<file path="config.mk">
export PLATFORM = sky130hd
export DESIGN_NAME = lpwm_top
export DESIGN_NICKNAME = d
export VERILOG_FILES = /design/src/rtl/lpwm_pkg.sv /design/src/rtl/lpwm_regs.sv /design/src/rtl/lpwm_chan.sv /design/src/rtl/lpwm_top.sv
export SDC_FILE = /design/constraint.sdc
export NUM_CORES = 2
export LEC_CHECK = 0
export ABC_AREA = 1
export CORE_ASPECT_RATIO = 0.8
export CORE_MARGIN = 2
export CORE_UTILIZATION = 40
export CTS_CLUSTER_SIZE = 40
export DETAILED_ROUTE_END_ITERATION = 7
export MAX_ROUTING_LAYER = met4
export PLACE_DENSITY = 0.6
export SLEW_MARGIN = 20
export SYNTH_ARGS = -nofsm -noshare
export SYNTH_HDL_FRONTEND = slang
export SYNTH_SLANG_ARGS = --single-unit
</file>
<file path="constraint.sdc">
create_clock -name clk -period 5.9 [get_ports clk]
set_input_delay 1.18 -clock clk [delete_from_list [all_inputs] [get_ports clk]]
set_output_delay 1.18 -clock clk [all_outputs]
set_load 0.01 [all_outputs]
</file>
<file path="src/rtl/lpwm_pkg.sv">
package lpwm_pkg;
  localparam int CNT_W  = 16;
  localparam int LEAD_W = 15;

  typedef enum logic [1:0] {
    CH_IDLE,
    CH_LEAD,
    CH_HIGH,
    CH_LOW
  } ch_state_e;

  typedef struct packed {
    logic              en;
    logic [LEAD_W-1:0] lead;
    logic [CNT_W-1:0]  reps;
  } ctrl_word_t;

  typedef struct packed {
    logic [CNT_W-1:0] high;
    logic [CNT_W-1:0] low;
  } tim_word_t;
endpackage

</file>
<file path="src/rtl/lpwm_regs.sv">
module lpwm_regs
  import lpwm_pkg::*;
#(
  parameter int NUM_CH = 6,
  parameter int ADDR_W = 6
) (
  input  logic                    clk,
  input  logic                    rst,
  input  logic                    wr_en,
  input  logic                    rd_en,
  input  logic [ADDR_W-1:0]       addr,
  input  logic [31:0]             wdata,
  output logic [31:0]             rdata,
  input  logic [NUM_CH-1:0]       done_i,
  output ctrl_word_t [NUM_CH-1:0] ctrl_o,
  output tim_word_t  [NUM_CH-1:0] tim_o
);
  localparam int SLOT_W = ADDR_W - 3;

  logic              aligned;
  logic              bank_tim;
  logic [SLOT_W-1:0] slot;
  logic              hit;
  logic [NUM_CH-1:0] ctrl_wr;
  logic [NUM_CH-1:0] tim_wr;
  logic [31:0]       rd_mux;

  ctrl_word_t [NUM_CH-1:0] ctrl_q;
  tim_word_t  [NUM_CH-1:0] tim_q;

  assign aligned  = (addr[1:0] == 2'b00);
  assign bank_tim = addr[ADDR_W-1];
  assign slot     = addr[ADDR_W-2:2];
  assign hit      = aligned && (int'(slot) < NUM_CH);

  for (genvar c = 0; c < NUM_CH; c++) begin : g_reg
    assign ctrl_wr[c] = wr_en && hit && !bank_tim && (int'(slot) == c);
    assign tim_wr[c]  = wr_en && hit &&  bank_tim && (int'(slot) == c);

    always_ff @(posedge clk) begin
      if (rst) begin
        ctrl_q[c] <= '0;
      end else if (ctrl_wr[c]) begin
        ctrl_q[c] <= ctrl_word_t'(wdata);
      end else if (done_i[c]) begin
        ctrl_q[c].en <= 1'b0;
      end
    end

    always_ff @(posedge clk) begin
      if (rst) begin
        tim_q[c] <= '0;
      end else if (tim_wr[c]) begin
        tim_q[c] <= tim_word_t'(wdata);
      end
    end

    // a channel that finished on its own must read back disabled
    assert_done_clears_R8: assert property (@(posedge clk) disable iff (rst)
      (done_i[c] && !ctrl_wr[c]) |=> !ctrl_q[c].en);
  end

  always_comb begin
    rd_mux = '0;
    for (int c = 0; c < NUM_CH; c++) begin
      if (hit && (int'(slot) == c)) begin
        rd_mux = bank_tim ? 32'(tim_q[c]) : 32'(ctrl_q[c]);
      end
    end
  end

  always_ff @(posedge clk) begin
    if (rst) begin
      rdata <= '0;
    end else if (rd_en) begin
      rdata <= rd_mux;
    end
  end

  assign ctrl_o = ctrl_q;
  assign tim_o  = tim_q;

  assert_unmapped_zero_R3: assert property (@(posedge clk) disable iff (rst)
    (rd_en && !hit) |=> (rdata == 32'd0));
endmodule

</file>
<file path="src/rtl/lpwm_chan.sv">
module lpwm_chan
  import lpwm_pkg::*;
(
  input  logic       clk,
  input  logic       rst,
  input  ctrl_word_t ctrl_i,
  input  tim_word_t  tim_i,
  output logic       pwm_o,
  output logic       done_o
);
  ch_state_e        st, st_n;
  logic [CNT_W-1:0] cnt, cnt_n;
  logic [CNT_W-1:0] act_high, ah_n;
  logic [CNT_W-1:0] act_low, al_n;
  logic [CNT_W-1:0] act_rep, rep_n;
  logic [CNT_W-1:0] per_num, pn_n;
  logic             out_q, out_n;
  logic             en;
  logic             per_end;
  logic             last;
  logic             start;
  ch_state_e        ps_st;
  logic [CNT_W-1:0] ps_cnt;
  logic             ps_out;

  assign en = ctrl_i.en;

  // first state of a period, taken from the live timing word
  always_comb begin
    if (tim_i.high != '0) begin
      ps_st  = CH_HIGH;
      ps_cnt = tim_i.high - CNT_W'(1);
      ps_out = 1'b1;
    end else begin
      ps_st  = CH_LOW;
      ps_cnt = (tim_i.low != '0) ? tim_i.low - CNT_W'(1) : '0;
      ps_out = 1'b0;
    end
  end

  assign per_end = (cnt == '0) &&
                   ((st == CH_LOW) || ((st == CH_HIGH) && (act_low == '0)));
  assign last    = per_end && (act_rep != '0) && (per_num == act_rep - CNT_W'(1));
  assign done_o  = en && last;

  always_comb begin
    st_n  = st;
    cnt_n = cnt;
    out_n = out_q;
    ah_n  = act_high;
    al_n  = act_low;
    rep_n = act_rep;
    pn_n  = per_num;
    start = 1'b0;
    if (!en) begin
      st_n  = CH_IDLE;
      out_n = 1'b0;
    end else begin
      unique case (st)
        CH_IDLE: begin
          pn_n  = '0;
          rep_n = ctrl_i.reps;
          if (ctrl_i.lead != '0) begin
            st_n  = CH_LEAD;
            cnt_n = CNT_W'(ctrl_i.lead) - CNT_W'(1);
            out_n = 1'b0;
          end else begin
            start = 1'b1;
          end
        end
        CH_LEAD: begin
          if (cnt != '0) cnt_n = cnt - CNT_W'(1);
          else           start = 1'b1;
        end
        CH_HIGH: begin
          if (cnt != '0) begin
            cnt_n = cnt - CNT_W'(1);
          end else if (act_low != '0) begin
            st_n  = CH_LOW;
            cnt_n = act_low - CNT_W'(1);
            out_n = 1'b0;
          end
        end
        CH_LOW: begin
          if (cnt != '0) cnt_n = cnt - CNT_W'(1);
        end
      endcase
      if (per_end) begin
        pn_n = per_num + CNT_W'(1);
        if (last) begin
          st_n  = CH_IDLE;
          out_n = 1'b0;
        end else begin
          start = 1'b1;
        end
      end
      if (start) begin
        st_n  = ps_st;
        cnt_n = ps_cnt;
        out_n = ps_out;
        ah_n  = tim_i.high;
        al_n  = tim_i.low;
      end
    end
  end

  always_ff @(posedge clk) begin
    if (rst) begin
      st       <= CH_IDLE;
      cnt      <= '0;
      out_q    <= 1'b0;
      act_high <= '0;
      act_low  <= '0;
      act_rep  <= '0;
      per_num  <= '0;
    end else begin
      st       <= st_n;
      cnt      <= cnt_n;
      out_q    <= out_n;
      act_high <= ah_n;
      act_low  <= al_n;
      act_rep  <= rep_n;
      per_num  <= pn_n;
    end
  end

  assign pwm_o = out_q;

  assert_off_low_R10: assert property (@(posedge clk) disable iff (rst)
    !en |=> !pwm_o);
  assert_rise_enabled_R4: assert property (@(posedge clk) disable iff (rst)
    $rose(pwm_o) |-> $past(en));
  assert_rep_bound_R8: assert property (@(posedge clk) disable iff (rst)
    ((act_rep != '0) && (st == CH_HIGH || st == CH_LOW)) |-> (per_num < act_rep));
  assert_high_bound_R5: assert property (@(posedge clk) disable iff (rst)
    (st == CH_HIGH) |-> (cnt < act_high));
  assert_low_bound_R6: assert property (@(posedge clk) disable iff (rst)
    (st == CH_LOW) |-> ((cnt < act_low) || (cnt == '0)));
endmodule

</file>
<file path="src/rtl/lpwm_top.sv">
module lpwm_top
  import lpwm_pkg::*;
#(
  parameter int NUM_CH = 6,
  parameter int ADDR_W = 6
) (
  input  logic              clk,
  input  logic              rst,
  input  logic              bus_wr,
  input  logic              bus_rd,
  input  logic [ADDR_W-1:0] bus_addr,
  input  logic [31:0]       bus_wdata,
  output logic [31:0]       bus_rdata,
  output logic [NUM_CH-1:0] pwm_o
);
  ctrl_word_t [NUM_CH-1:0] ctrl_w;
  tim_word_t  [NUM_CH-1:0] tim_w;
  logic       [NUM_CH-1:0] done_w;

  lpwm_regs #(.NUM_CH(NUM_CH), .ADDR_W(ADDR_W)) u_regs (
    .clk    (clk),
    .rst    (rst),
    .wr_en  (bus_wr),
    .rd_en  (bus_rd),
    .addr   (bus_addr),
    .wdata  (bus_wdata),
    .rdata  (bus_rdata),
    .done_i (done_w),
    .ctrl_o (ctrl_w),
    .tim_o  (tim_w)
  );

  for (genvar c = 0; c < NUM_CH; c++) begin : g_ch
    lpwm_chan u_ch (
      .clk    (clk),
      .rst    (rst),
      .ctrl_i (ctrl_w[c]),
      .tim_i  (tim_w[c]),
      .pwm_o  (pwm_o[c]),
      .done_o (done_w[c])
    );
  end
endmodule

</file>
# ---- After elaboration in Yosys (flattened, before gate mapping)
# Index checks and enable logic that the tools add are counted.
dict set report word_totals {
  register_bits 818
  in_bits 42
  output_inout_bits 38
  wordCells 542
}
dict set report op_classes {
  add_sub_neg 42
  magnitude_cmp 1
  n_eq_ne 47
  muxes 216
  bitwise_logic 6
  reduce_logical 163
}
# operator n
set op_table {}
lappend op_table {{$mux 16} 54}
lappend op_table {{$reduce_bool 16->1} 30}
lappend op_table {{$sub 16x1->16 const B} 30}
lappend op_table {{$mux 32} 12}
lappend op_table {{$pmux 16 s3} 6}
lappend op_table {{$logic_not 16->1} 12}
lappend op_table {{$add 16x1->16 const B} 6}
lappend op_table {{$eq 16x16->1} 6}
lappend op_table {{$sub 15x1->16 const B} 6}
lappend op_table {{$mux 1} 90}
lappend op_table {{$reduce_bool 15->1} 6}
lappend op_table {{$mux 2} 36}
lappend op_table {{$logic_and 1x1->1} 52}
lappend op_table {{$ne 3x1->1 const B} 12}
lappend op_table {{$reduce_and 2->1} 18}
lappend op_table {{$eq 2x2->1 const B} 12}
lappend op_table {{$ne 4x4->1 const B} 6}
lappend op_table {{$pmux 1 s2} 12}
lappend op_table {{$pmux 2 s2} 6}
lappend op_table {{$reduce_and 4->1} 6}
lappend op_table {{$reduce_bool 2->1} 12}
lappend op_table {{$reduce_or 2->1} 12}
lappend op_table {{$logic_not 2->1} 7}
lappend op_table {{$eq 2x1->1 const B} 6}
lappend op_table {{other kinds (7)} 20}

# ---- Logic depth before layout (Yosys ltp)
dict set report logic_depth {
  ltp_word 11
  mapped_depth 21
  ltp_nobuf 19
}

# ---- Modules after synthesis
# From an unflattened synthesis, not the netlist that was laid out.
dict set report hier_totals {
  hier_cells 8821
  area_unflattened_um2 54487.3
}
# mod n_inst cells_per_inst area_each_um2 seq_area_each_um2
set modules_own_cells {}
lappend modules_own_cells {lpwm_regs 1 2678 18106.1 8328.0}
lappend modules_own_cells {{lpwm_chan (g_ch[1].u_ch ...)} 2 1007 6033.3 1341.3}
lappend modules_own_cells {{lpwm_chan (g_ch[3].u_ch ...)} 2 1025 6023.3 1341.3}
lappend modules_own_cells {{lpwm_chan (g_ch[0].u_ch)} 1 1059 6157.2 1341.3}
lappend modules_own_cells {{lpwm_chan (g_ch[5].u_ch)} 1 1020 6110.9 1341.3}

# ---- Worst setup path after synthesis
# Ideal clock, no wire load.
dict set report synth_path {
  kind {input -> register}
  from {in bus_addr[1]}
  to {reg u_regs.ctrl_q, in the netlist u_regs.ctrl_o[138]}
  setup_ns 0.116
  t_arrival_ns 2.580
  t_required_ns 5.784
  setup_slack_ns 3.204
  path_stages 10
  n_path_buf 2
  cell_sequence {nor2_1 -> o21ai_0 -> nor3_1 -> inv_1 -> nor2_1 -> inv_1 -> clkbuf_1 -> clkbuf_1 -> nor2_1 -> nor2_1}
}
dict set report synth_via {
  elab_chain_len 5
}
# element line_no
set synth_rtl {}
lappend synth_rtl {{start, declared} lpwm_top.sv:11} ;# input logic [ADDR_W-1:0] bus_addr,
lappend synth_rtl {{$logic_not 2->1} lpwm_regs.sv:31} ;# assign aligned = (addr[1:0] == 2'b00);
lappend synth_rtl {{$logic_and 1x1->1} lpwm_regs.sv:34} ;# assign hit = aligned && (int'(slot) < NUM_CH);
lappend synth_rtl {{$logic_and 1x1->1 (3 in series)} lpwm_regs.sv:37} ;# assign ctrl_wr[c] = wr_en && hit && !bank_tim && (int'(slot) == c);
lappend synth_rtl {{end signal, assigned by index} lpwm_regs.sv:44} ;# ctrl_q[c] <= ctrl_word_t'(wdata);
lappend synth_rtl {{end, declared} lpwm_regs.sv:28} ;# ctrl_word_t [NUM_CH-1:0] ctrl_q;
# Every way passes these cells.
# A chain may end at the register's enable or synchronous reset.

# ---- Final worst setup path
dict set report layout_path {
  from {in bus_addr[1]}
  to {reg, netlist name u_regs.ctrl_o[63]}
}
dict set report layout_via {
  elab_chain_len 6
  word_cells_on_any_way 7
  classes_between {1 x mux; 6 x reduce/logical}
}
# element line_no
set layout_rtl {}
lappend layout_rtl {{$logic_not 2->1 *} lpwm_regs.sv:31}
lappend layout_rtl {{$logic_and 1x1->1 *} lpwm_regs.sv:34}
lappend layout_rtl {{$logic_and 1x1->1 * (3 in series)} lpwm_regs.sv:37}
lappend layout_rtl {{$mux 1 / $reduce_bool 2->1 (equally long branches)} -}
# Every way passes the cells marked *; elsewhere a longest branch is shown, timed or not.

==> results by group <==
Outcome
  – Outcome: complete, no violations

Placement
  – Total half-perimeter wirelength after legalization and detailed placement: 163 mm
  – PortBufs: between 70 and 80
  – Worst slack after detailed placement: between 1 and 1.5 ns
  – Routability congestion estimate from global placement: between 1 and 1.5

Die
  – Area enclosed by the die boundary: 0.134 mm²
  – Io pins: 80
  – Number of rows in the core area: about 120
  – Starting utilization of the core area: 40.4%
  – Die boundary height: ~330 µm
  – Core Footprint: 0.130 mm²
  – Width of the chip: 409 µm

Timing
  – Unrepaired setup endpoints after global routing: false
  – Number of max-slew violations in the final report: 0
  – PnR worst setup slack: between 1.5 and 2 ns
  – Pin slew with the least headroom to its limit: 1.22 ns
  – Final critical-path share of the clock period: 72.1%
  – Clock skew after layout: approximately 0.041 ns
  – Highest attainable clock frequency: ~0.24 GHz
  – Setup TNS: 0 ns
  – Post-Route Hold Slack: approximately 0.47 ns
  – Final Hold Viols: 0
  – Minimum period implied by the final worst setup slack: 4.25 ns
  – Headroom to the max-slew limit: around 18%
  – Final setup vio count: 0

Routing
  – Mean number of vias per cell: 5.56
  – Total vias in the final route: 56,000
  – Number of optimization iterations in the first detailed-route pass: 6
  – Antenna viol nets, final: 0
  – Per-cell routed wire length: 21.4 µm
  – DRC: 0
  – Detailed router's first-iteration violation count: between 7,000 and 8,000
  – Total Wirelength: ~220 mm

Synthesis
  – Number of warnings printed during yosys synthesis: 0
  – Proportion of register bits with asynchronous set or reset after synthesis: 0%
  – #FFs+latches synth: around 800
  – Synth cell types: 68
  – Number of nets produced by synthesis: roughly 8,500
  – Post-Syn Area per Cell: 6.26 µm²
  – Number of synthesized flops with an enable pin: 0
  – Main flop type after synthesis: sky130_fd_sc_hd__dfxtp_1
  – Post-synthesis sequential area ratio: 31.2%
  – Synthesized cell area: 0.0525 mm²
  – Gate count after technology mapping: approximately 8,400

Setup path
  – R2r startpoint: g_ch[5].u_ch.st[0]
  – Startpoint Class: primary input
  – Capturing element of the worst setup path: u_regs.ctrl_o[63]
  – Crit. Startpoint: bus_addr[1]
  – Setup slack of the most critical reg-to-reg path: 1.88 ns
  – Critical Setup Path Class: primary input to register
  – Nature of the critical path endpoint: register
  – Signal arrival time at the worst endpoint: 4.85 ns
  – Worst endpoint required time: roughly 6.5 ns
  – Largest fanout on the critical path: 35
  – Worst Reg2Reg Path Length in Cells: 9
  – Endpoint of the most critical register-to-register path: g_ch[5].u_ch.per_num[5]

Layout
  – Finished Core Util: 44.6%
  – Area growth from synthesis to layout: 10.2%
  – FILL cells: 13,700
  – Commonest cells after routing, fill and taps aside: sky130_fd_sc_hd__nand2_1, sky130_fd_sc_hd__nor2_1, sky130_fd_sc_hd__inv_1, sky130_fd_sc_hd__o21ai_0, sky130_fd_sc_hd__dfxtp_1
  – Fraction of layout cells with a size suffix above 1: 5.07%
  – Most common cell after layout, fill and taps aside: sky130_fd_sc_hd__nand2_1
  – NumNets Final: 8,361

Global routing
  – GRT Total Usage: 31.9%
  – Initial antenna violation count: 13
  – Largest net degree at the start of global routing: 164
  – Vias in the first global route: 49,600
  – Sum of overflow across all layers after global routing: 0
  – Wire length of the first global-routing pass: 321 mm

CTS
  – CTS Buf Count: 95
  – Cell at the root of the clock tree: sky130_fd_sc_hd__clkbuf_16
  – Count of buffers added by post-CTS timing repair for setup: 0
  – Clock edge transition at the registers on the reported setup and hold paths: 0.06 ns
  – Source-to-sink clock delay at the later pin of the worst-skew pair: 0.74 ns
  – Number of gates resized after cts: 0
  – Number of clock sinks: 818
  – CTS tree: done
  – Post-CTS Hold Buffers: 0
  – Number of levels in the clock H-tree: 3
  – Largest buffer count on any clock path: 3

Power and ir drop
  – Largest voltage drop on the vdd net: 266 µV
  – Pwr per Cell Area: 237 mW/mm²
  – Leakage dissipation: 0.0266 µW

Min path
  – Path class of the lowest-slack min-delay path: register to register

Flow run
  – Number of max-capacitance violations reported: 0
==> synthesized netlist by cell type, drive strengths merged, types with 9 or more instances <==
cell     count  area [µm²]
nand2     1595        6090
nor2      1489        5850
inv        974        3660
o21ai      909        4550
dfxtp      818       16400
a21oi      617        3090
nand3      459        2320
clkbuf     297        1110
xor2       294        2570
nor3       171         876
nand4      135         881
xnor2       77         674
ha          72         901
buf         69         442
o211ai      64         510
a211oi      48         360
o221ai      31         272
o31ai       29         218
nor4        28         200
a22oi       26         195
o22ai       25         156
or2         24         150
nand3b      22         165
a221oi      17         149
a31oi       13        87.6
o311ai      13         144
o2111ai     11        96.3
and3         9        56.3
clkinv       9        36.3
==> sequential cells by signal, indices dropped and copies added (netlist names) <==
name / flops
g_ch.u_ch.pwm_o: 6
g_ch.u_ch.st: 12
g_ch.u_ch.act_low: 96
g_ch.u_ch.cnt: 96
u_regs.rdata: 32
g_ch.u_ch.act_rep: 96
u_regs.ctrl_o: 192
u_regs.tim_o: 192
g_ch.u_ch.per_num: 96
==> kinds of logic after synthesis <==
logic type / after synthesis / synth area share (%)
buffers and inverters: 1349 / 10.0
adder cells (fa/ha/maj): 72 / 1.72
AND/OR/NAND/NOR: 3944 / 31.8
AO/OA/AOI/OAI: 1821 / 19.0
XOR/XNOR: 372 / 6.24
flip-flops: 818 / 31.2
==> cell type report <==
cell class,instances,area (µm²),share of cell area [%]
antenna,8,20.0,0.0346
clock buffer,128,2740,4.74
clock inverter,48,698,1.21
inverter,983,3700,6.40
multi-input combinational,6209,30800,53.3
sequential,818,16400,28.3
tap,1740,2180,3.76
timing repair buffer,140,1280,2.21
==> per-layer routing <==
metal / vias to the layer above / track usage, % / routed length [µm]
li1: 27100 / - / -
met1: 26200 / 46.6 / 101000
met2: 2375 / 45.6 / 89500
met3: 330 / 4.86 / 18800
met4: 0 / 8.14 / 5940
met5: - / - / 0
==> where the power goes <==
group	switching, µW	internal (µW)	total, µW
Clock	2700	3900	6590
Sequential	40.7	5550	5600
Combinational	1110	400	1510
Total	3850	9850	13700
==> worst max-delay path, stage by stage <==
cell	delay [ns]
sky130_fd_sc_hd__clkdlybuf4s50_1	0.39
sky130_fd_sc_hd__nor2_1	0.64
sky130_fd_sc_hd__o21ai_0	0.27
sky130_fd_sc_hd__nor3_1	0.19
sky130_fd_sc_hd__inv_1	0.22
sky130_fd_sc_hd__nor2_1	0.81
sky130_fd_sc_hd__inv_1	0.48
sky130_fd_sc_hd__buf_4	0.38
sky130_fd_sc_hd__o21ai_0	0.18
sky130_fd_sc_hd__a21oi_1	0.07
==> per-stage QoR <==
step	total power [µW]	instances	cell area [µm²]
after floorplan	6640	8376	52500
after CTS	13700	10100	57800
final	13700	10100	57800
after global placement	7170	9890	54400
after detailed placement	7170	9890	54400
after global routing	14100	10100	57800
==> how the worst min path moves through the flow <==
stage / start / slack (ns) / depth (start not counted) / end
detailed placement: u_regs.rdata[11] / 0.45 / 2 / u_regs.rdata[11]
finish: u_regs.rdata[11] / 0.47 / 2 / u_regs.rdata[11]
global route: u_regs.rdata[11] / 0.49 / 2 / u_regs.rdata[11]
CTS: u_regs.rdata[11] / 0.46 / 2 / u_regs.rdata[11]
global placement: u_regs.rdata[14] / 0.45 / 2 / u_regs.rdata[14]
floorplan: g_ch[2].u_ch.per_num[15] / 0.45 / 2 / g_ch[2].u_ch.per_num[15]
(Power assumes the default switching activity.)
